--- src/rtl/pwmph_pkg.sv ---
package pwmph_pkg;

    // frame timebase control states
    typedef enum logic [1:0] {
        TB_HALT  = 2'd0,
        TB_PRIME = 2'd1,
        TB_RUN   = 2'd2
    } tb_state_e;

    // per-channel scaling-apply handshake states
    typedef enum logic [1:0] {
        SC_IDLE  = 2'd0,
        SC_PEND  = 2'd1,
        SC_READY = 2'd2
    } sc_state_e;

endpackage

--- src/rtl/pwmph_timebase.sv ---
module pwmph_timebase
    import pwmph_pkg::*;
#(
    parameter int CNT_W    = 8,
    parameter int FAST_DIV = 1,
    parameter int SLOW_DIV = 125
) (
    input  logic             clk,
    input  logic             rst_n,
    input  logic             halt,
    input  logic             rate_sel,
    output logic [CNT_W-1:0] cnt,
    output logic             tick,
    output logic             wrap,
    output logic             load,
    output logic             run
);

    localparam int MAX_DIV = (FAST_DIV > SLOW_DIV) ? FAST_DIV : SLOW_DIV;
    localparam int PRE_W   = (MAX_DIV > 1) ? $clog2(MAX_DIV) : 1;
    localparam logic [PRE_W-1:0] FAST_LIM = PRE_W'(FAST_DIV - 1);
    localparam logic [PRE_W-1:0] SLOW_LIM = PRE_W'(SLOW_DIV - 1);

    tb_state_e        state, state_nx;
    logic [PRE_W-1:0] pre;
    logic [PRE_W-1:0] pre_lim;

    assign pre_lim = rate_sel ? SLOW_LIM : FAST_LIM;
    assign run     = (state == TB_RUN);
    assign load    = (state == TB_PRIME);
    assign tick    = run && (pre >= pre_lim);
    assign wrap    = tick && (cnt == {CNT_W{1'b1}});

    always_comb begin
        state_nx = state;
        unique case (state)
            TB_HALT:  if (!halt) state_nx = TB_PRIME;
            TB_PRIME: state_nx = halt ? TB_HALT : TB_RUN;
            TB_RUN:   if (halt) state_nx = TB_HALT;
            default:  state_nx = TB_HALT;
        endcase
    end

    always_ff @(posedge clk or negedge rst_n) begin
        if (!rst_n) state <= TB_HALT;
        else        state <= state_nx;
    end

    always_ff @(posedge clk or negedge rst_n) begin
        if (!rst_n) begin
            pre <= '0;
            cnt <= '0;
        end else if (state != TB_RUN) begin
            pre <= '0;
            cnt <= '0;
        end else if (tick) begin
            pre <= '0;
            cnt <= cnt + 1'b1;
        end else begin
            pre <= pre + 1'b1;
        end
    end

endmodule

--- src/rtl/pwmph_chan.sv ---
module pwmph_chan
    import pwmph_pkg::*;
#(
    parameter int DUTY_W = 8
) (
    input  logic              clk,
    input  logic              rst_n,
    input  logic              run,
    input  logic              load,
    input  logic              wrap,
    input  logic              req,
    input  logic [DUTY_W-1:0] cnt,
    input  logic [DUTY_W-1:0] duty_in,
    input  logic              dc,
    input  logic              shift,
    output logic              gate,
    output logic              strobe,
    output logic [DUTY_W-1:0] duty_q
);

    localparam logic [DUTY_W-1:0] HALF = {1'b1, {(DUTY_W-1){1'b0}}};

    sc_state_e         st, st_nx;
    logic [DUTY_W-1:0] pos;
    logic              on_nx;
    logic              fall_nx;
    logic              fire;

    // half-frame shift: position advanced by 128 steps, modulo 256
    assign pos     = shift ? (cnt + HALF) : cnt;
    assign on_nx   = run && (dc || (pos < duty_q));
    assign fall_nx = gate && !on_nx;

    // shadow duty: only reloaded at frame start
    always_ff @(posedge clk or negedge rst_n) begin
        if (!rst_n)            duty_q <= '0;
        else if (load || wrap) duty_q <= duty_in;
    end

    always_comb begin
        st_nx = st;
        fire  = 1'b0;
        unique case (st)
            SC_IDLE: begin
                if (req) st_nx = SC_PEND;
            end
            SC_PEND: begin
                if (req) begin
                    st_nx = SC_PEND;
                end else if (dc || !run) begin
                    fire  = 1'b1;
                    st_nx = SC_IDLE;
                end else if (wrap) begin
                    st_nx = SC_READY;
                end
            end
            SC_READY: begin
                if (req) begin
                    st_nx = SC_PEND;
                end else if (dc || !run || fall_nx || (duty_q == '0)) begin
                    fire  = 1'b1;
                    st_nx = SC_IDLE;
                end
            end
            default: st_nx = SC_IDLE;
        endcase
    end

    always_ff @(posedge clk or negedge rst_n) begin
        if (!rst_n) st <= SC_IDLE;
        else        st <= st_nx;
    end

    always_ff @(posedge clk or negedge rst_n) begin
        if (!rst_n) begin
            gate   <= 1'b0;
            strobe <= 1'b0;
        end else begin
            gate   <= on_nx;
            strobe <= fire;
        end
    end

endmodule

--- src/rtl/pwmph_top.sv ---
module pwmph_top
    import pwmph_pkg::*;
#(
    parameter int NUM_CH   = 18,
    parameter int DUTY_W   = 8,
    parameter int FAST_DIV = 1,
    parameter int SLOW_DIV = 125
) (
    input  logic                       clk,
    input  logic                       rst_n,
    input  logic                       halt,
    input  logic                       rate_sel,
    input  logic [NUM_CH*DUTY_W-1:0]   duty_in,
    input  logic [NUM_CH-1:0]          dc_mask,
    input  logic                       phase_en,
    input  logic [(NUM_CH+1)/2-1:0]    phase_sel,
    input  logic                       scale_req,
    output logic [NUM_CH-1:0]          gate,
    output logic [NUM_CH-1:0]          scale_load
);

    localparam int NUM_PAIR = (NUM_CH + 1) / 2;

    logic [DUTY_W-1:0]        cnt;
    logic                     tick;
    logic                     wrap;
    logic                     load;
    logic                     run;
    logic [NUM_CH*DUTY_W-1:0] duty_sh;
    logic [NUM_PAIR-1:0]      pair_shift;

    assign pair_shift = phase_en ? phase_sel : '0;

    pwmph_timebase #(
        .CNT_W    (DUTY_W),
        .FAST_DIV (FAST_DIV),
        .SLOW_DIV (SLOW_DIV)
    ) u_tb (
        .clk      (clk),
        .rst_n    (rst_n),
        .halt     (halt),
        .rate_sel (rate_sel),
        .cnt      (cnt),
        .tick     (tick),
        .wrap     (wrap),
        .load     (load),
        .run      (run)
    );

    for (genvar i = 0; i < NUM_CH; i++) begin : g_ch
        pwmph_chan #(
            .DUTY_W (DUTY_W)
        ) u_ch (
            .clk     (clk),
            .rst_n   (rst_n),
            .run     (run),
            .load    (load),
            .wrap    (wrap),
            .req     (scale_req),
            .cnt     (cnt),
            .duty_in (duty_in[i*DUTY_W +: DUTY_W]),
            .dc      (dc_mask[i]),
            .shift   (pair_shift[i/2]),
            .gate    (gate[i]),
            .strobe  (scale_load[i]),
            .duty_q  (duty_sh[i*DUTY_W +: DUTY_W])
        );
    end

endmodule

--- config.mk ---
export PLATFORM = sky130hd
export DESIGN_NAME = pwmph_top
export DESIGN_NICKNAME = d
export VERILOG_FILES = /design/src/rtl/pwmph_pkg.sv /design/src/rtl/pwmph_timebase.sv /design/src/rtl/pwmph_chan.sv /design/src/rtl/pwmph_top.sv
export SDC_FILE = /design/constraint.sdc
export NUM_CORES = 1
export LEC_CHECK = 0
export CAP_MARGIN = 40
export CORE_ASPECT_RATIO = 0.7
export CORE_MARGIN = 5
export CORE_UTILIZATION = 65
export DETAILED_ROUTE_END_ITERATION = 8
export DONT_BUFFER_PORTS = 1
export PLACE_DENSITY = 0.78
export SYNTH_ARGS = -nofsm -noshare
export SYNTH_HDL_FRONTEND = slang
export SYNTH_SLANG_ARGS = --single-unit
--- constraint.sdc ---
create_clock -name clk -period 3.2 [get_ports clk]
set_input_delay 0.48 -clock clk [delete_from_list [all_inputs] [get_ports clk]]
set_output_delay 0.48 -clock clk [all_outputs]
set_load 0.03 [all_outputs]
==> results.cfg <==
[run_status]
outcome = complete, but fails checks
violations = hold timing

[worst_setup_path]
crit_slowest_cell = xnor2_1
critPathRequiredTime_ns = 3.61
path_max_fanout = 8
cp_cell_sequence = buf_4, xnor2_1, ha_1, a21oi_1, o21ai_0, a32oi_1, nand4b_1, a32o_1
critPathLaunchType = flip-flop
worst_ep_arrival_time_ns = 3.19
critical_path_class = flip-flop to flip-flop
endpoint_kind = flip-flop
slowest_delay_ns = 0.55

[clocking]
cts_sinks = 233
clk_pin_slew_worst_paths_ns = 0.07
cts_root_buf = clkbuf_16
clk_latency_ns = 0.52
cts_setup_buffers = 0
cts_tree = built
htree_levels = 1
clockBufferDepth = 3
cts_resized = 0
numCtsBuffers = 25

[global_routing]
grt_max_degree = 234
grt.total_usage = 0.2913
antenna_found_initial = 4
grt_first_pass_wirelength_um = 61670
grt-ovfl-total = 0
grt_pass1_vias = 11820

[die]
core_area_sq_um = 22790
initial_utilization = 0.6646
fp.dieW_um = 192.5
die_area_sq_um = 26500
io-pin-count = 213
dieHeight_um = 137.7
rows = 46

[power]
max-vdd-ir-drop_uv = 544.8
power_mw = 9.569
powerDensity_nw_per_um2 = 590.7
p_leak_nw = 7.613

[synthesis]
yosysTopAreaCellShare = 0.3849
synth.distinct_cells = 51
synth_seq_cells = 233
syn_avg_cell_area_sq_um = 8.931
ys_seq_area_frac = 0.3849
syn_inst = 1696
synth_ff_type = dfrtp_1
async_reset_ff_frac = 1.000
syn-cell-area_sq_um = 15150
synth_nets = 2079
yosys.area.top_type = dfrtp_1
synth_area_leaders = dfrtp_1 (38%), ha_1 (17%), o21ai_0 (6.6%), nand2_1 (5.4%), inv_1 (4.7%)
synth-edff-count = 0
yosys_warnings = 0

[placed_design]
placedInstanceArea_sq_um = 15310
pre_cts_slack_ns = 0.5137
dp_hpwl_um = 28060
gp_congestion = 0.8487
io_buffers = 0

[detailed_routing]
drt_iter0_drc = 723
first_pass_iters = 5
vias = 11970
wire_per_inst_um = 19.42
drc = 0
totalWireLength_um = 38750
ant_nets = 0
detail_route.vias_per_cell = 5.999

[layout]
finalNetCount = 2047
postLayoutCellArea_sq_um = 16200
fillers = 1741
drive_gt1_frac = 0.06837
area.growth.synth_to_final_pct = 6.947
fin_util = 0.7107

[hold_path]
hold_path.class = input port to asynchronous set/reset pin

[timing]
period_share = 0.8676
worst_slew_pin_slew_ns = 0.6338
max_freq_ghz = 0.3602
finalCriticalPeriod_ns = 2.776
setup-tns-final_ns = 0
fin_worst_skew_ns = 0.009379
slew_headroom = 0.5744
report.final.slew_viol_count = 0
whs_ns = -0.3391
hold_viol_final = 233
setup_violations = 0
rsz0062_at_grt = no
fin_ws_ns = 0.4237

[run]
drv_cap = 0
## final cells by class
cell class,count,area [sq um],share of cell area
multi-input combinational,1183,8100,0.5000
sequential,233,5831,0.3599
clock buffer,34,719.4,0.04441
inverter,189,709.4,0.04379
tap,312,390.4,0.02410
timing repair buffer,32,277.8,0.01715
clock inverter,11,168.9,0.01043
antenna,1,2.502,0.0001545
## power by group
group | switching [mW] | total (mW) | internal, mW | leakage, nW
combinational | 1.38 | 2.37 | 0.991 | 4.22
sequential | 0.518 | 4.08 | 3.56 | 2.95
clock | 1.22 | 3.12 | 1.90 | 0.441
## cell usage after synthesis, drive strengths merged, types with 4 or more instances
cell,number
nand4b,14
nor2,77
a311oi,4
a2111o,14
a41oi,5
buf,59
o21ba,13
or3,4
nand3,9
inv,189
a32oi,13
nor3,49
a21oi,90
ha,206
dfrtp,233
nor3b,5
xnor2,17
nand2,219
a211oi,19
nand4,16
nor2b,28
a32o,14
mux2,20
a22o,13
clkbuf,32
nand2b,65
o21ai,200
nor4,39
## flip-flops by register name (all words and copies together) (netlist names)
register,count
g_ch.u_ch.duty_q,144
g_ch.u_ch.gate,18
g_ch.u_ch.st,36
g_ch.u_ch.strobe,18
u_tb.cnt,8
u_tb.pre,7
u_tb.state,2
## placed cells by master, fill, tap and decap left out, types with 5 or more instances in the layout
cell type / n
inv_1: 189
clkbuf_8: 6
o21ai_0: 199
nor2_1: 77
nor3_1: 48
dfrtp_1: 233
nand2_1: 217
xnor2_1: 17
nand3_1: 9
ha_1: 206
nand4b_1: 14
nor3b_1: 5
a2111o_1: 14
a211oi_1: 19
a21oi_1: 90
clkbuf_16: 25
nor4_1: 38
nand2b_1: 64
a32oi_1: 13
mux2_2: 20
a22o_1: 13
a41oi_1: 5
a32o_1: 14
buf_4: 29
nor2b_1: 28
o21ba_2: 13
nand4_1: 16
## metrics by stage
step                      cells  hold slack [ns]
after floorplan            1696           0.1844
after CTS                  1994          -0.3603
after global routing       1995          -0.3657
after detailed placement   1949           0.1939
after global placement     1949           0.1954
final                      1995          -0.3391
## critical path: cells and delay by family (launching register included)
family / cells / cell delay, ns
simple gates: 1 / 0.19
compound gates: 4 / 0.79
buf+inv: 1 / 0.27
flops: 1 / 0.49
fa+ha+maj: 1 / 0.39
xor+xnor: 1 / 0.55
## per-layer routing
layer,routed length [um],track usage,up-vias
li1,-,-,5771
met1,17170,0.4094,5669
met2,17000,0.4517,442
met3,3524,0.07320,80
met4,1016,0.08314,6
met5,34,0,-
## path summary, 6_finish.rpt
kind                        startpoint                      to  slack, ns  cells past startpoint
hold / removal                   rst_n  g_ch[5].u_ch.duty_q[0]      -0.34                      0
setup reg to reg           u_tb.cnt[7]     g_ch[16].u_ch.st[1]       0.42                      8
min in group clk                  halt           u_tb.state[1]       0.02                      1
setup / recovery           u_tb.cnt[7]     g_ch[16].u_ch.st[1]       0.42                      8
max in group asynchronous        rst_n  g_ch[6].u_ch.duty_q[7]       3.19                      0
hold reg to reg            u_tb.pre[0]             u_tb.pre[0]       0.46                      1
## logic make-up after synthesis
| kind of cell | count (synthesis) | synth area share |
|---|---|---|
| fa+ha+maj | 206 | 0.1702 |
| xor+xnor | 20 | 0.01156 |
| simple gates | 532 | 0.1712 |
| mux | 21 | 0.01553 |
| compound gates | 404 | 0.1643 |
| buf+inv | 280 | 0.08227 |
| flops | 233 | 0.3849 |
No activity file was read; power rests on OpenSTA's default activity.
